$ cat src/rtl/spm_pkg.sv
package spm_pkg;

  localparam int CMD_W = 5;

  localparam logic [CMD_W-1:0] CMD_CFG_RD = 5'b01001;
  localparam logic [CMD_W-1:0] CMD_ENABLE = 5'b00001;
  localparam logic [CMD_W-1:0] CMD_ERASE  = 5'b00011;
  localparam logic [CMD_W-1:0] CMD_WRITE  = 5'b00101;
  localparam logic [CMD_W-1:0] CMD_REL    = 5'b10001;

  // strobes from control to datapath
  typedef struct packed {
    logic rbFire;   // redirected configuration read happens this cycle
    logic rbLast;   // it happens on the final window cycle
  } spmStrobe_t;

  function automatic logic cmdLegal(input logic [CMD_W-1:0] c);
    return (c == CMD_CFG_RD) || (c == CMD_ENABLE) || (c == CMD_ERASE) ||
           (c == CMD_WRITE)  || (c == CMD_REL);
  endfunction

endpackage

$ cat src/rtl/spm_ctrl.sv
module spm_ctrl
  import spm_pkg::*;
#(
  parameter int DATA_W = 8,
  parameter int RD_WIN = 3,
  parameter int WR_WIN = 4
) (
  input  logic              clk,
  input  logic              rstN,
  input  logic              regWrEn,
  input  logic [DATA_W-1:0] regWrData,
  input  logic              lpmPulse,
  input  logic              spmPulse,
  input  logic              eeBusy,
  output logic [CMD_W-1:0]  cmdBits,
  output spmStrobe_t        strb
);

  localparam int MAX_WIN = (RD_WIN > WR_WIN) ? RD_WIN : WR_WIN;
  localparam int CNT_W   = $clog2(MAX_WIN + 1);
  localparam logic [CNT_W-1:0] RD_LAST = CNT_W'(RD_WIN - 1);
  localparam logic [CNT_W-1:0] WR_LAST = CNT_W'(WR_WIN - 1);

  logic [CMD_W-1:0] cmdReg;
  logic [CNT_W-1:0] winCnt;
  logic             armed;
  logic             isCfgRd;
  logic             wrAccept;
  logic             rbFire;
  logic             spmHit;
  logic             lastCyc;

  always_comb begin
    armed    = cmdReg[0];
    isCfgRd  = (cmdReg == CMD_CFG_RD);
    wrAccept = regWrEn && !eeBusy && cmdLegal(regWrData[CMD_W-1:0]);
    rbFire   = armed && isCfgRd && lpmPulse && !eeBusy;
    spmHit   = armed && spmPulse;
    lastCyc  = armed && (winCnt == (isCfgRd ? RD_LAST : WR_LAST));
  end

  // a load on the final cycle is still served, then the window closes
  always_ff @(posedge clk) begin
    if (!rstN) begin
      cmdReg <= '0;
      winCnt <= '0;
    end else if (wrAccept) begin
      cmdReg <= regWrData[CMD_W-1:0];
      winCnt <= '0;
    end else if (rbFire || spmHit || lastCyc) begin
      cmdReg <= '0;
      winCnt <= '0;
    end else if (armed) begin
      winCnt <= winCnt + 1'b1;
    end
  end

  assign cmdBits     = cmdReg;
  assign strb.rbFire = rbFire;
  assign strb.rbLast = rbFire && lastCyc;

endmodule

$ cat src/rtl/spm_cfg_dp.sv
module spm_cfg_dp
  import spm_pkg::*;
#(
  parameter int DATA_W = 8,
  parameter int PTR_W  = 16,
  parameter int LOCK_W = 2
) (
  input  logic              clk,
  input  logic              rstN,
  input  spmStrobe_t        strb,
  input  logic [PTR_W-1:0]  ptrAddr,
  input  logic [DATA_W-1:0] cfgLockProg,
  input  logic [DATA_W-1:0] cfgFuseLowProg,
  input  logic [DATA_W-1:0] cfgFuseHighProg,
  input  logic [DATA_W-1:0] cfgFuseExtProg,
  output logic [DATA_W-1:0] rdData,
  output logic              rdValid
);

  localparam int NUM_SRC = 4;
  localparam int SEL_W   = $clog2(NUM_SRC);

  logic [DATA_W-1:0] srcByte [NUM_SRC];
  logic [DATA_W-1:0] lockView;
  logic              inRange;
  logic [SEL_W-1:0]  sel;

  // lock byte: unused positions read as unprogrammed
  genvar gi;
  generate
    for (gi = 0; gi < DATA_W; gi++) begin : g_lock
      if (gi < LOCK_W) begin : g_used
        assign lockView[gi] = ~cfgLockProg[gi];
      end else begin : g_pad
        assign lockView[gi] = 1'b1;
      end
    end
  endgenerate

  // pointer order: 0 fuse low, 1 lock, 2 extended fuse, 3 fuse high
  assign srcByte[0] = ~cfgFuseLowProg;
  assign srcByte[1] = lockView;
  assign srcByte[2] = ~cfgFuseExtProg;
  assign srcByte[3] = ~cfgFuseHighProg;

  assign inRange = (ptrAddr < PTR_W'(NUM_SRC));
  assign sel     = ptrAddr[SEL_W-1:0];

  always_ff @(posedge clk) begin
    if (!rstN) begin
      rdData  <= '0;
      rdValid <= 1'b0;
    end else if (strb.rbFire && inRange) begin
      rdData  <= srcByte[sel];
      rdValid <= 1'b1;
    end else begin
      rdData  <= '0;
      rdValid <= 1'b0;
    end
  end

endmodule

$ cat src/rtl/spm_cmd_unit.sv
module spm_cmd_unit
  import spm_pkg::*;
#(
  parameter int DATA_W = 8,
  parameter int PTR_W  = 16,
  parameter int LOCK_W = 2,
  parameter int RD_WIN = 3,
  parameter int WR_WIN = 4
) (
  input  logic              clk,
  input  logic              rstN,
  input  logic              regWrEn,
  input  logic [DATA_W-1:0] regWrData,
  input  logic              lpmPulse,
  input  logic              spmPulse,
  input  logic [PTR_W-1:0]  ptrAddr,
  input  logic [DATA_W-1:0] cfgLockProg,
  input  logic [DATA_W-1:0] cfgFuseLowProg,
  input  logic [DATA_W-1:0] cfgFuseHighProg,
  input  logic [DATA_W-1:0] cfgFuseExtProg,
  input  logic              eeBusy,
  output logic [DATA_W-1:0] rdData,
  output logic              rdValid,
  output logic [DATA_W-1:0] regVal
);

  spmStrobe_t       strb;
  logic [CMD_W-1:0] cmdBits;

  spm_ctrl #(.DATA_W(DATA_W), .RD_WIN(RD_WIN), .WR_WIN(WR_WIN)) u_ctrl (
    .clk(clk), .rstN(rstN), .regWrEn(regWrEn), .regWrData(regWrData),
    .lpmPulse(lpmPulse), .spmPulse(spmPulse), .eeBusy(eeBusy),
    .cmdBits(cmdBits), .strb(strb)
  );

  spm_cfg_dp #(.DATA_W(DATA_W), .PTR_W(PTR_W), .LOCK_W(LOCK_W)) u_dp (
    .clk(clk), .rstN(rstN), .strb(strb), .ptrAddr(ptrAddr),
    .cfgLockProg(cfgLockProg), .cfgFuseLowProg(cfgFuseLowProg),
    .cfgFuseHighProg(cfgFuseHighProg), .cfgFuseExtProg(cfgFuseExtProg),
    .rdData(rdData), .rdValid(rdValid)
  );

  assign regVal = {{(DATA_W-CMD_W){1'b0}}, cmdBits};

endmodule

$ cat config.mk
export PLATFORM = sky130hd
export DESIGN_NAME = spm_cmd_unit
export DESIGN_NICKNAME = d
export VERILOG_FILES = /design/src/rtl/spm_pkg.sv /design/src/rtl/spm_ctrl.sv /design/src/rtl/spm_cfg_dp.sv /design/src/rtl/spm_cmd_unit.sv
export SDC_FILE = /design/constraint.sdc
export NUM_CORES = 1
export LEC_CHECK = 0
export BUFFER_PORTS_ARGS = -buffer_cell sky130_fd_sc_hd__clkbuf_2
export CORE_MARGIN = 1.5
export CORE_UTILIZATION = 35
export CTS_BUF_LIST = sky130_fd_sc_hd__clkbuf_4 sky130_fd_sc_hd__clkbuf_8 sky130_fd_sc_hd__clkbuf_16
export CTS_CLUSTER_SIZE = 40
export DETAILED_ROUTE_END_ITERATION = 8
export PLACE_DENSITY = 0.78
export SYNTH_ARGS = -nofsm -noshare
export SYNTH_HDL_FRONTEND = slang
export SYNTH_HIERARCHICAL = 1
export SYNTH_SLANG_ARGS = --single-unit
$ cat constraint.sdc
create_clock -name clk -period 3.7 [get_ports clk]
set_clock_uncertainty 0.2 [all_clocks]
set_input_delay 0.185 -clock clk [delete_from_list [all_inputs] [get_ports clk]]
set_output_delay 0.185 -clock clk [all_outputs]
set_load 0.01 [all_outputs]
# Word-level counts from Yosys, hierarchy flattened
# Cells that the tools add are included.
[classes] n_addsub=1 magnitude_cmp=2 eq_ne=7 muxes=7 bitwise_logic=7 reduce_logical=18
[op_table] cell="inverter 8 bit" count=3
[op_table] cell="binary-select mux 8 bit (select 2 bit)" count=1
[op_table] cell="less-than comparator 16 x 3 -> 1 bit (second input constant)" count=1
[op_table] cell="two-way mux 8 bit" count=2
[op_table] cell="== test 5 x 4 -> 1 bit (second input constant)" count=2
[op_table] cell="two-way mux 5 bit" count=2
[op_table] cell="logical AND 1 bit" count=8
[op_table] cell="logical OR 1 bit" count=6
[op_table] cell="== test 5 x 1 -> 1 bit (second input constant)" count=1
[op_table] cell="== test 5 x 2 -> 1 bit (second input constant)" count=1
[op_table] cell="== test 5 x 3 -> 1 bit (second input constant)" count=1
[op_table] cell="== test 5 bit (second input constant)" count=1
[op_table] cell="adder 3 x 1 -> 3 bit (second input constant)" count=1
[op_table] cell="== test 3 bit" count=1
[op_table] cell="greater-or-equal comparator 3 bit (second input constant)" count=1
[op_table] cell="inverter 1 bit" count=3
[op_table] cell="inverter 2 -> 3 bit" count=1
[op_table] cell="OR reduction 3 bit" count=1
[op_table] cell="two-way mux 1 bit" count=2
[op_table] cell="AND reduction 2 bit" count=1
[op_table] cell="nonzero test 2 bit" count=1
[op_table] cell="zero test 1 bit" count=1
[totals] regBits=17 inputBits=62

# Longest topological paths before layout
[logic_depth] ltp_word=8 mapped_depth=6 depth_no_buf=5

# By module
# The synthesis kept the hierarchy.
[modules_own_cells] mod="spm_cfg_dp" instances=1 cells_each=40 area_each_um2=470.5 seq_area_each_um2=180.2
[modules_own_cells] mod="spm_ctrl" instances=1 cells_each=38 area_each_um2=421.7 seq_area_each_um2=160.2
[modules_own_cells] mod="spm_cmd_unit" instances=1 cells_each=4 area_each_um2=26.3 seq_area_each_um2=0.0

# Least setup slack after synthesis
# OpenSTA, ideal clock, no wires.
[synth_path] path_type="register to register" from="reg u_ctrl.cmdReg[1], in the netlist u_ctrl/cmdBits[1]" to="reg u_dp.rdData[2]" setup_time_ns=0.091 arrival_ns=1.690 required_ns=3.409 slack_ns=1.719 stages_incl_launch_ff=7 synth_period_minus_slack_ns=1.981 cell_sequence="dfxtp_1 nor4b_4 and4b_1 buf_4 nor4b_4 nand4_2 a311oi_1"
[synth_via] elab_chain_cells=6
[synth_rtl] item="from (decl)" line="spm_ctrl.sv:24" rtl="logic [CMD_W-1:0] cmdReg;"
[synth_rtl] item="from (signal assigned)" line="spm_ctrl.sv:48" rtl="cmdReg <= regWrData[CMD_W-1:0];"
[synth_rtl] item="== test 5 x 4 -> 1 bit" line="spm_ctrl.sv:35" rtl="isCfgRd = (cmdReg == CMD_CFG_RD);"
[synth_rtl] item="logical AND 1 bit (3 in series)" line="spm_ctrl.sv:37" rtl="rbFire = armed && isCfgRd && lpmPulse && !eeBusy;"
[synth_rtl] item="net u_ctrl.rbFire" line="spm_ctrl.sv:29" rtl="logic rbFire;"
[synth_rtl] item="logical AND 1 bit" line="spm_cfg_dp.sv:53" rtl="end else if (strb.rbFire && inRange) begin"
[synth_rtl] item="AND reduction 2 bit (no source line)"
[synth_rtl] item="to (signal assigned)" line="spm_cfg_dp.sv:54" rtl="rdData <= srcByte[sel];"
[synth_rtl] item="to (decl)" line="spm_cfg_dp.sv:16" rtl="output logic [DATA_W-1:0] rdData,"
# The timed path passes the listed nets, and every way through them passes these cells.
# A chain may end at the register's enable or synchronous reset.

==> metrics.md <==
| Metric | Value |
|---|---|
| M1 wire length | `1030 um` |
| Synth Area per Inst | `11.2 um^2` |
| Critical path peak fanout | `9` |
| Leak pwr | `0.708 nW` |
| WL met3 | `244 um` |
| Status | `complete, no violations` |
| Clk slew on worst S/H paths | `0.10 ns` |
| Drt first pass iters | `4` |
| Tcrit/Tclk final | `74.6%` |
| Via total after detailed routing | `961` |
| Total GRT Usage | `18.1%` |
| Total grt overflow | `0` |
| Total of max-cap violations | `0` |
| CTS tree | `done` |
| Largest net degree at the start of global routing | `15` |
| Worst R2R End | `u_dp/rdData[4]$_SDFF_PN0_` |
| IR drop worst, VDD | `0.000174 V` |
| CTS max path bufs | `2` |
| Min-Delay Path Class | `in2reg` |
| RSZ-0062 raised after global routing | `no` |
| Worst Hold End | `u_ctrl/cmdBits[0]$_SDFFE_PN0P_` |
| CTS sink cnt | `17` |
| Max layer used | `met4` |
| Worst Setup Path Type | `reg2reg` |
| Mapped Area | `911 um^2` |
| Final setup fails | `0` |
| Die Area | `2920 um^2` |
| Antenna-violating nets left | `0` |
| Final hold violations | `0` |
| Diode count | `0` |
| Synth Warn # | `6` |
| Wire length reported by the detailed router | `2590 um` |
| Non-filler cells in the finished layout | `192` |
| Critical path arrival | `2.79 ns` |
| Layout cells sized above 1 | `49.4%` |
| Root Buffer | `clkbuf_4` |
| F_max | `363 MHz` |
| Initial drt markers | `14` |
| Cells on worst reg2reg path | `6` |
| Number of global-route vias before repair | `920` |
| Vias/cell | `5.01` |
| Final min period | `2.76 ns` |
| Post-DR wirelength/cell | `13.5 um` |
| Die Y | `54.0 um` |
| Worst-skew pair later-pin latency | `0.28 ns` |
| Initial Util | `36.8%` |
| Pwr Density | `252 nW/um^2` |
| Row count | `18` |
| Initial antenna violation count | `0` |
| P&R area growth vs syn | `57.8%` |
| Die width | `54.0 um` |
| Total CTS buffers | `3` |
| Top Ports | `79` |
| Global-route wire length before repair | `3760 um` |
| Post-Place Cells | `171` |
| Worst setup SP type | `register` |
| Layout net count | `226` |
| Core area | `2480 um^2` |
| Hold_sp | `spmPulse` |
| Gp weighted congestion | `0.675` |
| Critical path required time | `3.73 ns` |
| Fin Setup TNS | `0 ns` |
| Mapped Cells | `81` |
| Hpwl dp | `1770 um` |
| WL met2 | `1300 um` |
| Post-CTS Setup Inserts | `0` |
| FF-to-FF Start | `u_ctrl/cmdBits[1]$_SDFFE_PN0P_` |
| Max-slew violations | `0` |
| Critical path endpoint category | `register` |
| H-tree Lvls | `1` |
| Hold depth | `3` |
| # DRC | `0` |
| R2R setup slack | `0.94 ns` |
| Port bufs | `66` |
| Final core utilization | `58.0%` |
per-stage QoR:
step	power (mW)	setup slack, ns	area (um^2)	hold WS [ns]
2_1_floorplan	0.217	1.73	918	0.0991
3_3_place_gp	0.248	1.64	1240	0.186
3_5_place_dp	0.250	1.57	1240	0.192
4_1_cts	0.366	1.02	1440	0.0160
5_1_grt	0.381	0.783	1440	0.00835
6_report	0.362	0.942	1440	0.0272
cell type report:
class                           instances  area [um^2]
Clock buffer                            4         30.0
Fill cell                             220         1040
Inverter                                1         3.75
Multi-Input combinational cell         57          526
Sequential cell                        17          340
Tap cell                               30         37.5
Timing Repair Buffer                   83          500
what timing repair did:
action,4_1_cts,5_1_grt
resized for setup,0,0
hold buffers,17,0
endpoints found under the setup margin,0,0
endpoints found under the hold margin,11,0
worst max-delay path by stage:
stage / start / end / slack, ns / cells after the start
floorplan: u_ctrl/cmdBits[1]$_SDFFE_PN0P_ / u_dp/rdData[2]$_SDFF_PN0_ / 1.73 / 6
global placement: u_ctrl/cmdBits[1]$_SDFFE_PN0P_ / u_dp/rdData[2]$_SDFF_PN0_ / 1.64 / 5
detailed placement: u_ctrl/cmdBits[1]$_SDFFE_PN0P_ / u_dp/rdData[4]$_SDFF_PN0_ / 1.57 / 5
CTS: u_ctrl/cmdBits[1]$_SDFFE_PN0P_ / u_dp/rdData[4]$_SDFF_PN0_ / 1.02 / 6
global route: u_ctrl/cmdBits[1]$_SDFFE_PN0P_ / u_dp/rdData[5]$_SDFF_PN0_ / 0.78 / 6
finish: u_ctrl/cmdBits[1]$_SDFFE_PN0P_ / u_dp/rdData[4]$_SDFF_PN0_ / 0.94 / 6
flip-flops by register name, summed over array words and instances (netlist names):
| register | cells |
|---|---|
| u_ctrl/cmdBits | 5 |
| u_ctrl/winCnt | 3 |
| u_dp/rdData | 8 |
| u_dp/rdValid | 1 |
placed cells by master (no fill, tap or decap), types with 2 or more instances in the layout:
cell and n:
conb_1 3, mux2i_1 8, a311oi_1 6, nand2_1 3, and2_1 2, nor4_2 3
a211o_1 2, mux4_2 2, dlygate4sd3_1 17, clkbuf_2 66, nor2_1 8, dfxtp_1 17
a32o_1 4, nor4b_4 3, clkbuf_4 4
metal layers:
layer	track usage, %	vias to the layer above
li1	-	467
met5	0	-
met1	18.7	440
met4	7.50	0
met2	32.5	52
met3	6.67	2
where the power goes:
part,switching (mW),internal [mW]
clock network,0.0565,0.0492
logic,0.0300,0.0407
registers,0.00175,0.184
worst max-delay path: stages (launching register included):
cell and delay, ns:
dfxtp_1 0.36, nor4b_4 0.33, and4b_1 0.32, nor4b_4 0.22, nand4_2 0.29, a311oi_1 0.39, dlygate4sd3_1 0.59
Power figures use the tool's default switching activity.
